### src/rtl/merge_pkg.sv
package merge_pkg;

  typedef enum logic [2:0] {
    OP_FETCH   = 3'd0,
    OP_FLUSH   = 3'd1,
    OP_REPLACE = 3'd2,
    OP_BYP_RD  = 3'd3,
    OP_BYP_WR  = 3'd4,
    OP_LOCK    = 3'd5,
    OP_UNLOCK  = 3'd6,
    OP_TAS     = 3'd7
  } op_e;

  typedef enum logic {
    ST_IDLE  = 1'b0,
    ST_MERGE = 1'b1
  } ctl_state_e;

  // Strobes from control to datapath, all valid for one clock.
  typedef struct packed {
    logic lineWr;   // store whole incoming line
    logic lineCap;  // capture incoming line for a merge
    logic mergeEn;  // merge one word at mergeIdx
    logic maskClr;  // clear the block's modified mask
    logic wordWr;   // bypass word write
    logic lineRd;   // register block onto rspLine
    logic wordRd;   // register word onto rspWord
  } dp_ctl_t;

endpackage

### src/rtl/merge_datapath.sv
module merge_datapath
  import merge_pkg::*;
#(
  parameter int BLOCKS = 4,
  parameter int WORDS  = 4,
  parameter int DW     = 16,
  localparam int BW    = $clog2(BLOCKS),
  localparam int WW    = $clog2(WORDS),
  localparam int LW    = WORDS * DW
) (
  input  logic          clk,
  input  logic          rstN,
  input  dp_ctl_t       ctl,
  input  logic [BW-1:0] blk,
  input  logic [WW-1:0] word,
  input  logic [WW-1:0] mergeIdx,
  input  logic [LW-1:0] inLine,
  input  logic [DW-1:0] inWord,
  output logic [LW-1:0] rspLine,
  output logic [DW-1:0] rspWord
);

  logic [DW-1:0]    store   [BLOCKS][WORDS];
  logic [WORDS-1:0] maskArr [BLOCKS];
  logic [DW-1:0]    holdLine[WORDS];

  logic [DW-1:0] mergeNew;
  logic [DW-1:0] mergeOld;
  logic          mergeTake;

  always_comb begin
    mergeNew  = holdLine[mergeIdx];
    mergeOld  = store[blk][mergeIdx];
    mergeTake = ctl.mergeEn && !maskArr[blk][mergeIdx] && (mergeNew != mergeOld);
  end

  always_ff @(posedge clk or negedge rstN) begin
    if (!rstN) begin
      for (int b = 0; b < BLOCKS; b++) begin
        maskArr[b] <= '0;
        for (int w = 0; w < WORDS; w++) store[b][w] <= '0;
      end
      for (int w = 0; w < WORDS; w++) holdLine[w] <= '0;
      rspLine <= '0;
      rspWord <= '0;
    end else begin
      if (ctl.lineCap) begin
        for (int w = 0; w < WORDS; w++) holdLine[w] <= inLine[w*DW +: DW];
      end
      if (ctl.lineWr) begin
        for (int w = 0; w < WORDS; w++) store[blk][w] <= inLine[w*DW +: DW];
      end
      if (ctl.wordWr) store[blk][word] <= inWord;
      if (mergeTake) begin
        store[blk][mergeIdx]   <= mergeNew;
        maskArr[blk][mergeIdx] <= 1'b1;
      end
      if (ctl.maskClr) maskArr[blk] <= '0;
      if (ctl.lineRd) begin
        for (int w = 0; w < WORDS; w++) rspLine[w*DW +: DW] <= store[blk][w];
      end
      if (ctl.wordRd) rspWord <= store[blk][word];
    end
  end

endmodule

### src/rtl/merge_ctrl.sv
module merge_ctrl
  import merge_pkg::*;
#(
  parameter int NUM_PE = 4,
  parameter int BLOCKS = 4,
  parameter int WORDS  = 4,
  parameter int TS_W   = 16,
  localparam int PEW   = $clog2(NUM_PE),
  localparam int BW    = $clog2(BLOCKS),
  localparam int WW    = $clog2(WORDS),
  localparam int CW    = $clog2(NUM_PE + 1)
) (
  input  logic            clk,
  input  logic            rstN,
  input  logic            reqValid,
  input  logic [2:0]      reqOp,
  input  logic [PEW-1:0]  reqPe,
  input  logic [BW-1:0]   reqBlock,
  input  logic [TS_W-1:0] tsNow,
  output dp_ctl_t         dpCtl,
  output logic [BW-1:0]   dpBlk,
  output logic [WW-1:0]   mergeIdx,
  output logic            busy,
  output logic            rspValid,
  output logic            rspOld,
  output logic            qPushValid,
  output logic [PEW-1:0]  qPushPe,
  output logic [BW-1:0]   qPushBlock,
  output logic [TS_W-1:0] qPushStamp,
  output logic            qPushLock,
  output logic            reinitValid,
  output logic [BW-1:0]   reinitBlock,
  output logic            errUnderflow
);

  localparam logic [CW-1:0] CNT_ONE = CW'(1);
  localparam logic [WW-1:0] LAST_W  = WW'(WORDS - 1);

  ctl_state_e    state;
  logic [BW-1:0] curBlk;
  logic [CW-1:0] cnt  [BLOCKS];
  logic          susp [BLOCKS];

  op_e           op;
  logic          accept;
  logic [CW-1:0] reqCnt;
  logic          reqSusp;
  logic [CW-1:0] mrgCnt;
  logic          lastWord;
  logic          exclusive;

  always_comb begin
    op        = op_e'(reqOp);
    busy      = (state == ST_MERGE);
    accept    = reqValid && !busy;
    reqCnt    = cnt[reqBlock];
    reqSusp   = susp[reqBlock];
    mrgCnt    = cnt[curBlk];
    lastWord  = (mergeIdx == LAST_W);
    exclusive = (reqCnt == CNT_ONE) && !reqSusp;
    dpBlk     = busy ? curBlk : reqBlock;
    dpCtl     = '0;
    if (busy) begin
      dpCtl.mergeEn = 1'b1;
      if (lastWord && mrgCnt == CNT_ONE) dpCtl.maskClr = 1'b1;
    end else if (accept) begin
      unique case (op)
        OP_FETCH:   dpCtl.lineRd = !reqSusp;
        OP_FLUSH: begin
          dpCtl.lineWr  = exclusive;
          dpCtl.lineCap = !exclusive;
        end
        OP_REPLACE: dpCtl.maskClr = (reqCnt == CNT_ONE);
        OP_BYP_RD:  dpCtl.wordRd  = 1'b1;
        OP_BYP_WR:  dpCtl.wordWr  = 1'b1;
        OP_UNLOCK:  dpCtl.maskClr = 1'b1;
        default: ;
      endcase
    end
  end

  always_ff @(posedge clk or negedge rstN) begin
    if (!rstN) begin
      state        <= ST_IDLE;
      curBlk       <= '0;
      mergeIdx     <= '0;
      rspValid     <= 1'b0;
      rspOld       <= 1'b0;
      qPushValid   <= 1'b0;
      qPushPe      <= '0;
      qPushBlock   <= '0;
      qPushStamp   <= '0;
      qPushLock    <= 1'b0;
      reinitValid  <= 1'b0;
      reinitBlock  <= '0;
      errUnderflow <= 1'b0;
      for (int b = 0; b < BLOCKS; b++) begin
        cnt[b]  <= '0;
        susp[b] <= 1'b0;
      end
    end else begin
      rspValid     <= 1'b0;
      qPushValid   <= 1'b0;
      reinitValid  <= 1'b0;
      errUnderflow <= 1'b0;
      if (busy) begin
        mergeIdx <= mergeIdx + WW'(1);
        if (lastWord) begin
          state    <= ST_IDLE;
          mergeIdx <= '0;
          if (mrgCnt == '0) begin
            errUnderflow <= 1'b1;
            susp[curBlk] <= 1'b1;
          end else if (mrgCnt == CNT_ONE) begin
            cnt[curBlk]  <= '0;
            susp[curBlk] <= 1'b0;
            reinitValid  <= 1'b1;
            reinitBlock  <= curBlk;
          end else begin
            cnt[curBlk]  <= mrgCnt - CNT_ONE;
            susp[curBlk] <= 1'b1;
          end
        end
      end else if (accept) begin
        unique case (op)
          OP_FETCH: begin
            if (reqSusp) begin
              qPushValid <= 1'b1;
              qPushPe    <= reqPe;
              qPushBlock <= reqBlock;
              qPushStamp <= tsNow;
              qPushLock  <= 1'b0;
            end else begin
              if (reqCnt != '1) cnt[reqBlock] <= reqCnt + CNT_ONE;
              rspValid <= 1'b1;
            end
          end
          OP_FLUSH: begin
            if (exclusive) begin
              cnt[reqBlock] <= '0;
            end else begin
              state    <= ST_MERGE;
              curBlk   <= reqBlock;
              mergeIdx <= '0;
            end
          end
          OP_REPLACE: begin
            if (reqCnt == '0) begin
              errUnderflow <= 1'b1;
            end else begin
              cnt[reqBlock] <= reqCnt - CNT_ONE;
              if (reqCnt == CNT_ONE) begin
                susp[reqBlock] <= 1'b0;
                reinitValid    <= 1'b1;
                reinitBlock    <= reqBlock;
              end
            end
          end
          OP_BYP_RD: rspValid <= 1'b1;
          OP_BYP_WR: ;
          OP_LOCK: begin
            if (reqSusp) begin
              qPushValid <= 1'b1;
              qPushPe    <= reqPe;
              qPushBlock <= reqBlock;
              qPushStamp <= '0;
              qPushLock  <= 1'b1;
            end else begin
              susp[reqBlock] <= 1'b1;
              rspValid       <= 1'b1;
              rspOld         <= 1'b0;
            end
          end
          OP_UNLOCK: begin
            susp[reqBlock] <= 1'b0;
            reinitValid    <= 1'b1;
            reinitBlock    <= reqBlock;
          end
          OP_TAS: begin
            susp[reqBlock] <= 1'b1;
            rspValid       <= 1'b1;
            rspOld         <= reqSusp;
          end
          default: ;
        endcase
      end
    end
  end

endmodule

### src/rtl/merge_block_ctrl.sv
module merge_block_ctrl
  import merge_pkg::*;
#(
  parameter int NUM_PE = 4,
  parameter int BLOCKS = 4,
  parameter int WORDS  = 4,
  parameter int DW     = 16,
  parameter int TS_W   = 16,
  localparam int PEW   = $clog2(NUM_PE),
  localparam int BW    = $clog2(BLOCKS),
  localparam int WW    = $clog2(WORDS),
  localparam int LW    = WORDS * DW
) (
  input  logic            clk,
  input  logic            rstN,
  input  logic            reqValid,
  input  logic [2:0]      reqOp,
  input  logic [PEW-1:0]  reqPe,
  input  logic [BW-1:0]   reqBlock,
  input  logic [WW-1:0]   reqWord,
  input  logic [DW-1:0]   reqWdata,
  input  logic [LW-1:0]   reqLine,
  input  logic [TS_W-1:0] tsNow,
  output logic            busy,
  output logic            rspValid,
  output logic            rspOld,
  output logic [DW-1:0]   rspWord,
  output logic [LW-1:0]   rspLine,
  output logic            qPushValid,
  output logic [PEW-1:0]  qPushPe,
  output logic [BW-1:0]   qPushBlock,
  output logic [TS_W-1:0] qPushStamp,
  output logic            qPushLock,
  output logic            reinitValid,
  output logic [BW-1:0]   reinitBlock,
  output logic            errUnderflow
);

  dp_ctl_t       dpCtl;
  logic [BW-1:0] dpBlk;
  logic [WW-1:0] mergeIdx;

  merge_ctrl #(
    .NUM_PE(NUM_PE), .BLOCKS(BLOCKS), .WORDS(WORDS), .TS_W(TS_W)
  ) ctrl_i (
    .clk(clk), .rstN(rstN), .reqValid(reqValid), .reqOp(reqOp),
    .reqPe(reqPe), .reqBlock(reqBlock), .tsNow(tsNow),
    .dpCtl(dpCtl), .dpBlk(dpBlk), .mergeIdx(mergeIdx), .busy(busy),
    .rspValid(rspValid), .rspOld(rspOld), .qPushValid(qPushValid),
    .qPushPe(qPushPe), .qPushBlock(qPushBlock), .qPushStamp(qPushStamp),
    .qPushLock(qPushLock), .reinitValid(reinitValid),
    .reinitBlock(reinitBlock), .errUnderflow(errUnderflow)
  );

  merge_datapath #(
    .BLOCKS(BLOCKS), .WORDS(WORDS), .DW(DW)
  ) dp_i (
    .clk(clk), .rstN(rstN), .ctl(dpCtl), .blk(dpBlk), .word(reqWord),
    .mergeIdx(mergeIdx), .inLine(reqLine), .inWord(reqWdata),
    .rspLine(rspLine), .rspWord(rspWord)
  );

endmodule

### config.mk
export PLATFORM = sky130hd
export DESIGN_NAME = merge_block_ctrl
export DESIGN_NICKNAME = d
export VERILOG_FILES = /design/src/rtl/merge_pkg.sv /design/src/rtl/merge_datapath.sv /design/src/rtl/merge_ctrl.sv /design/src/rtl/merge_block_ctrl.sv
export SDC_FILE = /design/constraint.sdc
export NUM_CORES = 1
export LEC_CHECK = 0
export CAP_MARGIN = 20
export CORE_ASPECT_RATIO = 1.25
export CORE_MARGIN = 1
export CORE_UTILIZATION = 25
export CTS_CLUSTER_SIZE = 12
export DETAILED_ROUTE_END_ITERATION = 7
export DONT_BUFFER_PORTS = 1
export PLACE_DENSITY = 0.42
export SLEW_MARGIN = 0
export SYNTH_ARGS = -nofsm -noshare
export SYNTH_HDL_FRONTEND = slang
export SYNTH_SLANG_ARGS = --single-unit
export TNS_END_PERCENT = 1
### constraint.sdc
create_clock -name clk -period 7 [get_ports clk]
set_input_delay 1.4 -clock clk [delete_from_list [all_inputs] [get_ports clk]]
set_output_delay 1.4 -clock clk [all_outputs]
set_load 0.02 [all_outputs]
-- Word-level counts from Yosys, hierarchy flattened
Index checks and enable logic that the tools add are counted.
Widths: inputs -> output; s select.
- output and inout port bits: 109
- bits in registers: 465
- word-level logic and storage cells: 293
- add/subtract/negate cells: 4
- reduce and logical (&&, ||, !) cells: 35
- bitwise logic cells: 20
- mux-type cells: 150
- equal/unequal tests: 25
- $lt $le $gt $ge: 12
- operators with widths (cell ; number):
    $bwmux 256 ; 6
    $demux 64 s2 ; 6
    $mux 256 ; 3
    $mux 64 ; 5
    $mux 16 ; 13
    $bmux 64 s2 ; 1
    $mux 12 ; 9
    $bmux 16 s2 ; 3
    $demux 16 s2 ; 2
    $mux 4 ; 13
    $mux 48 ; 1
    $mux 1 ; 40
    $bwmux 12 ; 3
    $pmux 12 s3 ; 1
    $mux 2 ; 16
    $mux 32 ; 1
    $pmux 16 s2 ; 1
    $and 12x12->12 ; 2
    $not 12->12 ; 2
    $mux 3 ; 7
    $and 16x16->16 ; 1
    $demux 4 s2 ; 2
    $ne 16x16->1 ; 1
    $not 16->16 ; 1
    44 further kinds ; 106

-- Logic depth before layout (Yosys ltp)
Gate-level depths: netlist of run 1.
- depth in word-level cells: 15
- gate-level depth with buffers: 16
- gate-level depth less buffers: 11

-- Cells and area by module
Synthesis of run 1 repeated with hierarchy kept, for this count alone.
- cell total of the unflattened synthesis: 2887
- area, all modules: 29460.8 um2
- modules (own cells, without submodules) (module ; area an instance (um2) ; instances ; cells each):
    merge_datapath ; 26088.8 ; 1 ; 2505
    merge_ctrl ; 3372.0 ; 1 ; 382

-- Worst setup path after synthesis of run 1
Ideal clock, no wire load.
- kind: input-to-reg
- from: input reqBlock[0]
- to: register ctrl_i.cnt[8] (netlist name)
- arrival: 4.457 ns
- path buffers: 2
- setup slack: 2.419 ns
- library setup time: 0.125 ns
- cell stages on the path: 12
- data required time: 6.875 ns
- path through: buf_6 buf_4 mux4_2 inv_1 ha_1 nor2b_1 a21oi_1 or4b_2 a21oi_1 o21ai_0 a21oi_1 mux2_2
- word-level cells in the longest chain between the ends: 11
- ends and longest elaborated chain (element ; RTL line ; text):
    start, declared ; merge_block_ctrl.sv:19 ; input logic [BW-1:0] reqBlock,
    $not 2->3 (implied by the code) * ; n/a ;
    $bmux 3 s2 (tied with other cells) ; merge_ctrl.sv:56 ; reqCnt = cnt[reqBlock];
    $mux 3 (implied by the code) or $logic_and 1x1->1 (tied branches) ; n/a ;
    $mux 3, on equally long branches ; n/a ;
    $add 3x1->3 or $demux 3 s2 (tied branches) ; merge_ctrl.sv:134, merge_ctrl.sv:140, merge_ctrl.sv:151 ;
    $bwmux 12 or $not 12->12 (tied branches) ; n/a ;
    $mux 12 or $and 12x12->12 (tied branches) ; n/a ;
    $mux 12, on equally long branches ; merge_ctrl.sv:127, merge_ctrl.sv:139 ;
    $pmux 12 s3 ; merge_ctrl.sv:125 ; unique case (op)
    $mux 12 ; merge_ctrl.sv:124 ; end else if (accept) begin
    $mux 12 ; merge_ctrl.sv:106 ; if (busy) begin
    end signal, assigned by index ; merge_ctrl.sv:120 ; cnt[curBlk] <= mrgCnt - CNT_ONE;
    end signal, assigned by index ; merge_ctrl.sv:134 ; if (reqCnt != '1) cnt[reqBlock] <= reqCnt + CNT_ONE;
    end signal, assigned by index ; merge_ctrl.sv:151 ; cnt[reqBlock] <= reqCnt - CNT_ONE;
    end, declared ; merge_ctrl.sv:41 ; logic [CW-1:0] cnt [BLOCKS];
Every way passes the cells marked *; elsewhere a longest branch is shown, timed or not. The select of a mux whose other input is x is not followed.
A chain may end at the register's enable or synchronous reset.

-- Final worst setup path of run 1
- from: register ctrl_i.state (netlist: ctrl_i.busy)
- to: register dp_i.store[128] (netlist name)
- word-level cells in the longest chain between the ends: 12
- ends and longest elaborated chain (element ; RTL line ; text):
    start, declared ; merge_ctrl.sv:39 ; ctl_state_e state;
    start signal, assigned ; merge_ctrl.sv:84 ; state <= ST_IDLE;
    start signal, assigned ; merge_ctrl.sv:109 ; state <= ST_IDLE;
    start signal, assigned ; merge_ctrl.sv:142 ; state <= ST_MERGE;
    $mux 2 ; merge_ctrl.sv:61 ; dpBlk = busy ? curBlk : reqBlock;
    $not 2->3 (implied by the code) ; n/a ;
    $ge 3x3->1 (implied by the code) (tied with other cells) ; merge_datapath.sv:51, merge_datapath.sv:53, merge_datapath.sv:55 ;
    $logic_and 1x1->1 (implied by the code) or $bwmux 256 (tied branches) ; merge_datapath.sv:51, merge_datapath.sv:53, merge_datapath.sv:55 ;
    $mux 16 (implied by the code) or $bwmux 256 (tied branches) ; merge_datapath.sv:51 ; for (int w = 0; w < WORDS; w++) store[blk][w] <= inLine[w*DW +: DW];
    $demux 64 s2 or $bwmux 256 (tied branches) ; merge_datapath.sv:51 ;
    $bwmux 256 ; merge_datapath.sv:51 ;
    $mux 256 ; merge_datapath.sv:50 ; if (ctl.lineWr) begin
    $bwmux 256 ; merge_datapath.sv:53 ; if (ctl.wordWr) store[blk][word] <= inWord;
    $mux 256 ; merge_datapath.sv:53 ;
    $bwmux 256 ; merge_datapath.sv:55 ; store[blk][mergeIdx] <= mergeNew;
    $mux 256 * ; merge_datapath.sv:54 ; if (mergeTake) begin
    end signal, assigned by index ; merge_datapath.sv:53 ;
    end signal, assigned by index ; merge_datapath.sv:55 ;
    end, declared ; merge_datapath.sv:23 ; logic [DW-1:0] store [BLOCKS][WORDS];
Marks and branches as above.

==> results of run 1 <==
## worst max-delay path, cell delays in order, from the launching register on
cell      delay [ps]
dfrtp_2          750
mux2_4           870
buf_4            380
nor3_1            70
nor4_1           920
a22oi_1          240
a31o_2           270
a211oi_1         670
nand4_2          160
buf_4            300
o21ai_4          420
buf_12           230
mux2_2           350
## final cells by class
cell class	count	share of cell area (%)
Sequential cell	465	37.17
Inverter	32	0.3836
Clock buffer	85	5.266
Antenna cell	3	0.02397
Multi-Input combinational cell	2013	47.79
Timing Repair Buffer	102	2.709
Clock inverter	17	0.8631
Tap cell	1449	5.790
## logic make-up after synthesis
group | count (synthesis) | share of synthesized area, %
multiplexers | 659 | 28.65
buffers and inverters | 277 | 5.208
adder cells (fa/ha/maj) | 12 | 0.5374
XOR/XNOR | 9 | 0.2821
AND/OR/NAND/NOR | 772 | 11.70
AO/OA/AOI/OAI | 561 | 11.98
flip-flops | 465 | 41.65
## registers in the layout, indices dropped and copies added, names as in the netlist, 12 cells and up, named ones only
name and cells:
dp_i.store 256, dp_i.rspWord 16, ctrl_i.cnt 12, ctrl_i.qPushStamp 16, dp_i.maskArr 16, dp_i.rspLine 64
dp_i.holdLine 64
## final timing paths
| kind | slack [ps] | start | end |
|---|---|---|---|
| min reg2reg | 500 | dp_i.holdLine[31] | dp_i.holdLine[31] |
| max reg2reg | 1200 | ctrl_i.busy | dp_i.store[128] |
| max in group asynchronous | 5460 | rstN | ctrl_i.mergeIdx[0] |
| max | 1200 | ctrl_i.busy | dp_i.store[128] |
| min | 500 | dp_i.holdLine[31] | dp_i.holdLine[31] |
| min in group asynchronous | 540 | rstN | dp_i.rspWord[14] |
## layer usage
| layer | routed length [um] | vias up | track usage [%] |
|---|---|---|---|
| met3 | 7476 | 149 | 3.866 |
| li1 | - | 9711 | - |
| met2 | 53260 | 748 | 32.27 |
| met4 | 3087 | 0 | 5.565 |
| met5 | 0 | - | 0 |
| met1 | 48720 | 11104 | 25.79 |
## cell usage in the layout (no fill, tap or decap), drive strengths merged, types with 23 or more instances in the layout
cell type,Yosys,routed
mux2i,240,240
nand2,403,403
nand3,35,35
nor2,198,198
dfrtp,465,465
a31oi,101,101
nor3,53,53
inv,29,33
buf,99,101
a21oi,216,216
o21ai,160,160
clkbuf,137,86
mux2,363,363
nor4,37,37
mux4,56,56
a22oi,23,23
## power groups by stage
stage | sequential (uW) | clock [uW] | combinational, uW
global placement | 5090 | 0 | 6160
global route | 5190 | 3320 | 6700
floorplan | 4670 | 0 | 4330
detailed placement | 5090 | 0 | 6190
finish | 5030 | 3130 | 6240
CTS | 5050 | 3230 | 6210
## synthesized netlist by cell type (4+ instances only)
cell,count
a221oi_1,6
ha_1,12
o31ai_1,4
buf_12,10
and3_1,6
a22o_1,10
nand4_1,4
a21oi_1,216
nor2b_1,9
buf_4,10
buf_2,47
xnor2_1,9
and2_1,5
buf_1,19
o21ai_4,10
nand3_1,35
nor4_1,36
dfrtp_1,465
a22oi_1,23
a21o_1,7
mux4_1,4
a311oi_1,5
mux2_1,15
o211ai_1,4
mux4_2,52
dlygate4sd1_1,9
o21ai_0,144
o21ai_2,6
a31oi_1,101
clkbuf_1,136
nand2_1,403
nor2_1,198
o22ai_1,6
mux2_2,288
mux2_4,60
inv_1,29
buf_6,12
nor3_1,53
mux2i_1,239
nand2b_1,7
## metrics by stage
step	cell area, um2	hold slack [ps]	total power [uW]	util (%)	setup WS, ps
4_1_cts	31290	445.5	14480	28.34	1272
2_1_floorplan	27940	466.0	8997	-	2419
6_report	31310	499.5	14400	28.35	1200
5_1_grt	31310	514.9	15210	28.35	1031
3_5_place_dp	29370	488.0	11280	26.60	786.6
3_3_place_gp	29370	481.6	11260	26.59	827.5
==> impl_metrics.tcl, run 1 <==
set metrics [dict create \
    synth_fp_nets 2875 \
    async_flop_share_pct 100.0 \
    via_count 21712 \
    ys_seq_elements 465 \
    vias_per_cell 5.212 \
    initial_core_util_pct 25.30 \
    holdCritPathClass "flip-flop to flip-flop" \
    port_buffers 0 \
    finalMaxSlewViolations 0 \
    htree_levels 2 \
    layout.nets 2788 \
    die_w_um 301.0 \
    io_pins 217 \
    p_per_area_mw_per_mm2 460.0 \
    min_period_over_period_pct 82.86 \
    overflow 0 \
    dp.cells 4059 \
    cp.required_ps 7530 \
    power_frac_comb_pct 43.3 \
    peakVddDrop_mv 0.2337 \
    postCtsHoldBufs 0 \
    ctsResizeCount 0 \
    synth-main-ff-cell "dfrtp_1" \
    cts_tree "built" \
    cp_max_fo 39 \
    yosysWarnings 0 \
    finalHoldViolCount 0 \
    drt_iter0_drc 1947 \
    violations "design-rule violations" \
    yosys-top-cells-area "dfrtp_1 (42%), mux2_2 (12%), mux2i_1 (8.6%)" \
    drtAntennaViolNets 0 \
    power_leakage_uw 0.01334 \
    ys_seq_area_share_pct 41.65 \
    max_slew.worst_pin.slew_ps 1285 \
    slew_headroom_pct 14.30 \
    numCtsBuffers 54 \
    rsz0062_at_grt "no" \
    worst_setup_path_end_kind "flip-flop" \
    multi_input_area_mm2 0.01497 \
    synth_edf_count 0 \
    antenna_found_initial 6 \
    netlist_area_mm2 0.02794 \
    die_h_um 375.8 \
    internal_power_uw 8331 \
    hold_depth 1 \
    drt_wl_total_mm 112.5 \
    setup_tns_ps 0 \
    swShare_pct 42.16 \
    gp_congestion 0.8287 \
    synth_top_area_share_pct 41.65 \
    worstSetupPathType "flip-flop to flip-flop" \
    dp_hpwl_mm 74.90 \
    row_count 136 \
    clock_sinks 465 \
    status "finished, violations left" \
    drc_errors 103 \
    syn_area_per_cell_um2 10.14 \
    drt-pass1-iter-count 8 \
    r2r_cells 12 \
    p_sw_uw 6073 \
    grt_pass1_wl_mm 162.4 \
    clkSlewWorstSetupHoldPaths_ps 60 \
    setup_violations 0 \
    wl_per_cell_um 27.01 \
    drive_gt1_share_pct 23.69 \
    p_clk_share_pct 21.7 \
    synthToLayoutAreaGrowth_pct 12.07 \
    fin_cells 4166 \
    fin_worst_skew_ps 29.31 \
    grt_pass1_vias 21278 \
    synth_cell_types 64 \
    grt_max_degree 466 \
    core_area_mm2 0.1104 \
    synth_area_leader_cell "dfrtp_1" \
    cap_violations 0 \
    cp.arrival_ps 6330 \
    cts_setup_buffers 0 \
    pwr-share-seq_pct 34.9 \
    clock_path_buffers 3 \
    seq_area_mm2 0.01164 \
    max_freq_ghz 0.1724 \
    clkLatencyLatePin_ps 650 \
    dieArea_mm2 0.1131 \
    min_period_ps 5800 \
    fillCellCount 11472 \
    grt.total_usage_pct 19.59 \
    synth_cells 2755 \
    start_kind "flip-flop" \
    cts_root_buffer "clkbuf_16" \
]
(Power assumes the default switching activity.)
==> run 2, diff against run 1 <==
clock period = 5.6 ns   (was 7 ns; I/O delays follow)
==> impl_metrics.tcl, run 2 (synthesis results as in run 1) <==
set metrics [dict create \
    status "finished, violations left" \
    violations "design-rule violations, max-slew violations" \
    fin_worst_skew_ps 25.50 \
    holdCritPathClass "primary input to async pin" \
    ctsResizeCount 0 \
    vias_per_cell 5.180 \
    slew_headroom_pct -40.83 \
    swShare_pct 42.35 \
    drc_errors 100 \
    clkLatencyLatePin_ps 650 \
    gp_congestion 0.8387 \
    final_common_cell "dfrtp_1" \
    internal_power_uw 10500 \
    r2r_slack_ps 720 \
    p_per_area_mw_per_mm2 571.3 \
    min_period_ps 4876 \
    grt.total_usage_pct 19.80 \
    p_clk_share_pct 21.0 \
    p_sw_uw 7716 \
    max_freq_ghz 0.2051 \
    clock_path_buffers 3 \
    htree_levels 2 \
    initial_core_util_pct 25.30 \
    cap_violations 0 \
    setup_tns_ps 0 \
    drive_gt1_share_pct 24.98 \
    antenna_found_initial 1 \
    finalHoldViolCount 0 \
    row_count 136 \
    port_buffers 0 \
    core_area_mm2 0.1104 \
    r2r_start "ctrl_i.busy" \
    worst_setup_path_end_kind "flip-flop" \
    cts_setup_buffers 0 \
    start_kind "flip-flop" \
    numCtsBuffers 53 \
    critPathLaunch "ctrl_i.busy" \
    drt_wl_total_mm 113.3 \
    die_h_um 375.8 \
    cp.required_ps 6130 \
    cp_max_fo 25 \
    layout_common_cells "dfrtp_1 (462), nand2_1 (402), mux2_2 (287)" \
    grt_max_degree 466 \
    dieArea_mm2 0.1131 \
    rsz0062_at_grt "no" \
    synthToLayoutAreaGrowth_pct 14.14 \
    clock_sinks 465 \
    clkSlewWorstSetupHoldPaths_ps 60 \
    die_w_um 301.0 \
    cts_tree "built" \
    power_leakage_uw 0.01365 \
    drt_iter0_drc 1689 \
    max_slew.worst_pin.slew_ps 2112 \
    peakVddDrop_mv 0.2664 \
    setup_violations 0 \
    worstSetupPathType "flip-flop to flip-flop" \
    via_count 21781 \
    drt-pass1-iter-count 8 \
    pwr-share-seq_pct 34.3 \
    grt_pass1_vias 21893 \
    power_frac_comb_pct 44.7 \
    cp.arrival_ps 5400 \
    drtAntennaViolNets 0 \
    largest_reg_flops 256 \
    postCtsHoldBufs 0 \
    largest_register "dp_i.store" \
    wl_per_cell_um 26.94 \
    io_pins 217 \
    finalMaxSlewViolations 270 \
    largestRegisters "dp_i.store x256, dp_i.holdLine x64, dp_i.rspLine x64" \
    min_period_over_period_pct 87.08 \
    total_power_uw 18220 \
    grt_pass1_wl_mm 164.8 \
    dp_hpwl_mm 77.50 \
    cts_root_buffer "clkbuf_16" \
    layout.nets 2829 \
    overflow 0 \
]
-- run 2: worst paths after layout --
| kind | endpoint | cells past startpoint |
|---|---|---|
| worst max-delay path | dp_i.store[26] | 13 |
| worst min-delay path | dp_i.rspLine[14] | 0 |
| worst max register to register | dp_i.store[26] | 13 |
| worst min register to register | dp_i.holdLine[27] | 1 |
| max in group asynchronous | ctrl_i.mergeIdx[1] | 0 |
| min in group clk | dp_i.holdLine[27] | 1 |
-- run 2: per-stage QoR --
step | worst slack [ps] | hold slack, ps | utilization (%) | area, um2 | std cells
detailed placement | 344.5 | 488.1 | 27.18 | 30020 | 4103
finish | 723.8 | 190.6 | 28.88 | 31890 | 4205
CTS | 739.0 | 168.0 | 28.87 | 31890 | 4203
floorplan | 1299 | 466.0 | - | 27940 | 2755
global placement | 353.9 | 482.0 | 27.18 | 30020 | 4103
global route | 565.0 | 174.2 | 28.87 | 31890 | 4204
-- run 2: power groups by stage --
stage | Sequential [uW] | Combinational (uW) | Clock, uW
3_5_place_dp | 6330 | 8080 | 0
5_1_grt | 6460 | 8720 | 4050
3_3_place_gp | 6320 | 8050 | 0
4_1_cts | 6270 | 8100 | 3940
2_1_floorplan | 5830 | 5410 | 0
6_report | 6260 | 8140 | 3820
-- run 2: layout make-up --
cell class	instances	area, um2
sequential	465	11640
clock inverter	24	301.5
timing repair buffer	144	1481
inverter	32	120.1
antenna	2	5.005
clock buffer	76	1564
tap	1449	1813
fill	11434	78550
multi-input combinational	2013	14970
-- run 2: critical path, cell delays in order, from the launching register on --
cell and delay, ps:
dfrtp_2 630, mux2_4 610, buf_4 360, nor3_1 70, nor4_1 590, buf_4 250
a22oi_1 100, a31o_2 230, a211oi_1 650, nand4_2 220, buf_12 250, o21ai_2 170
buf_4 240, mux2_2 350
-- run 2: per-layer routing --
layer  routed length, um  track usage [%]
met1               49110            26.08
met5                   0                0
met4                3005            5.651
met2               53730            32.48
met3                7459            4.063
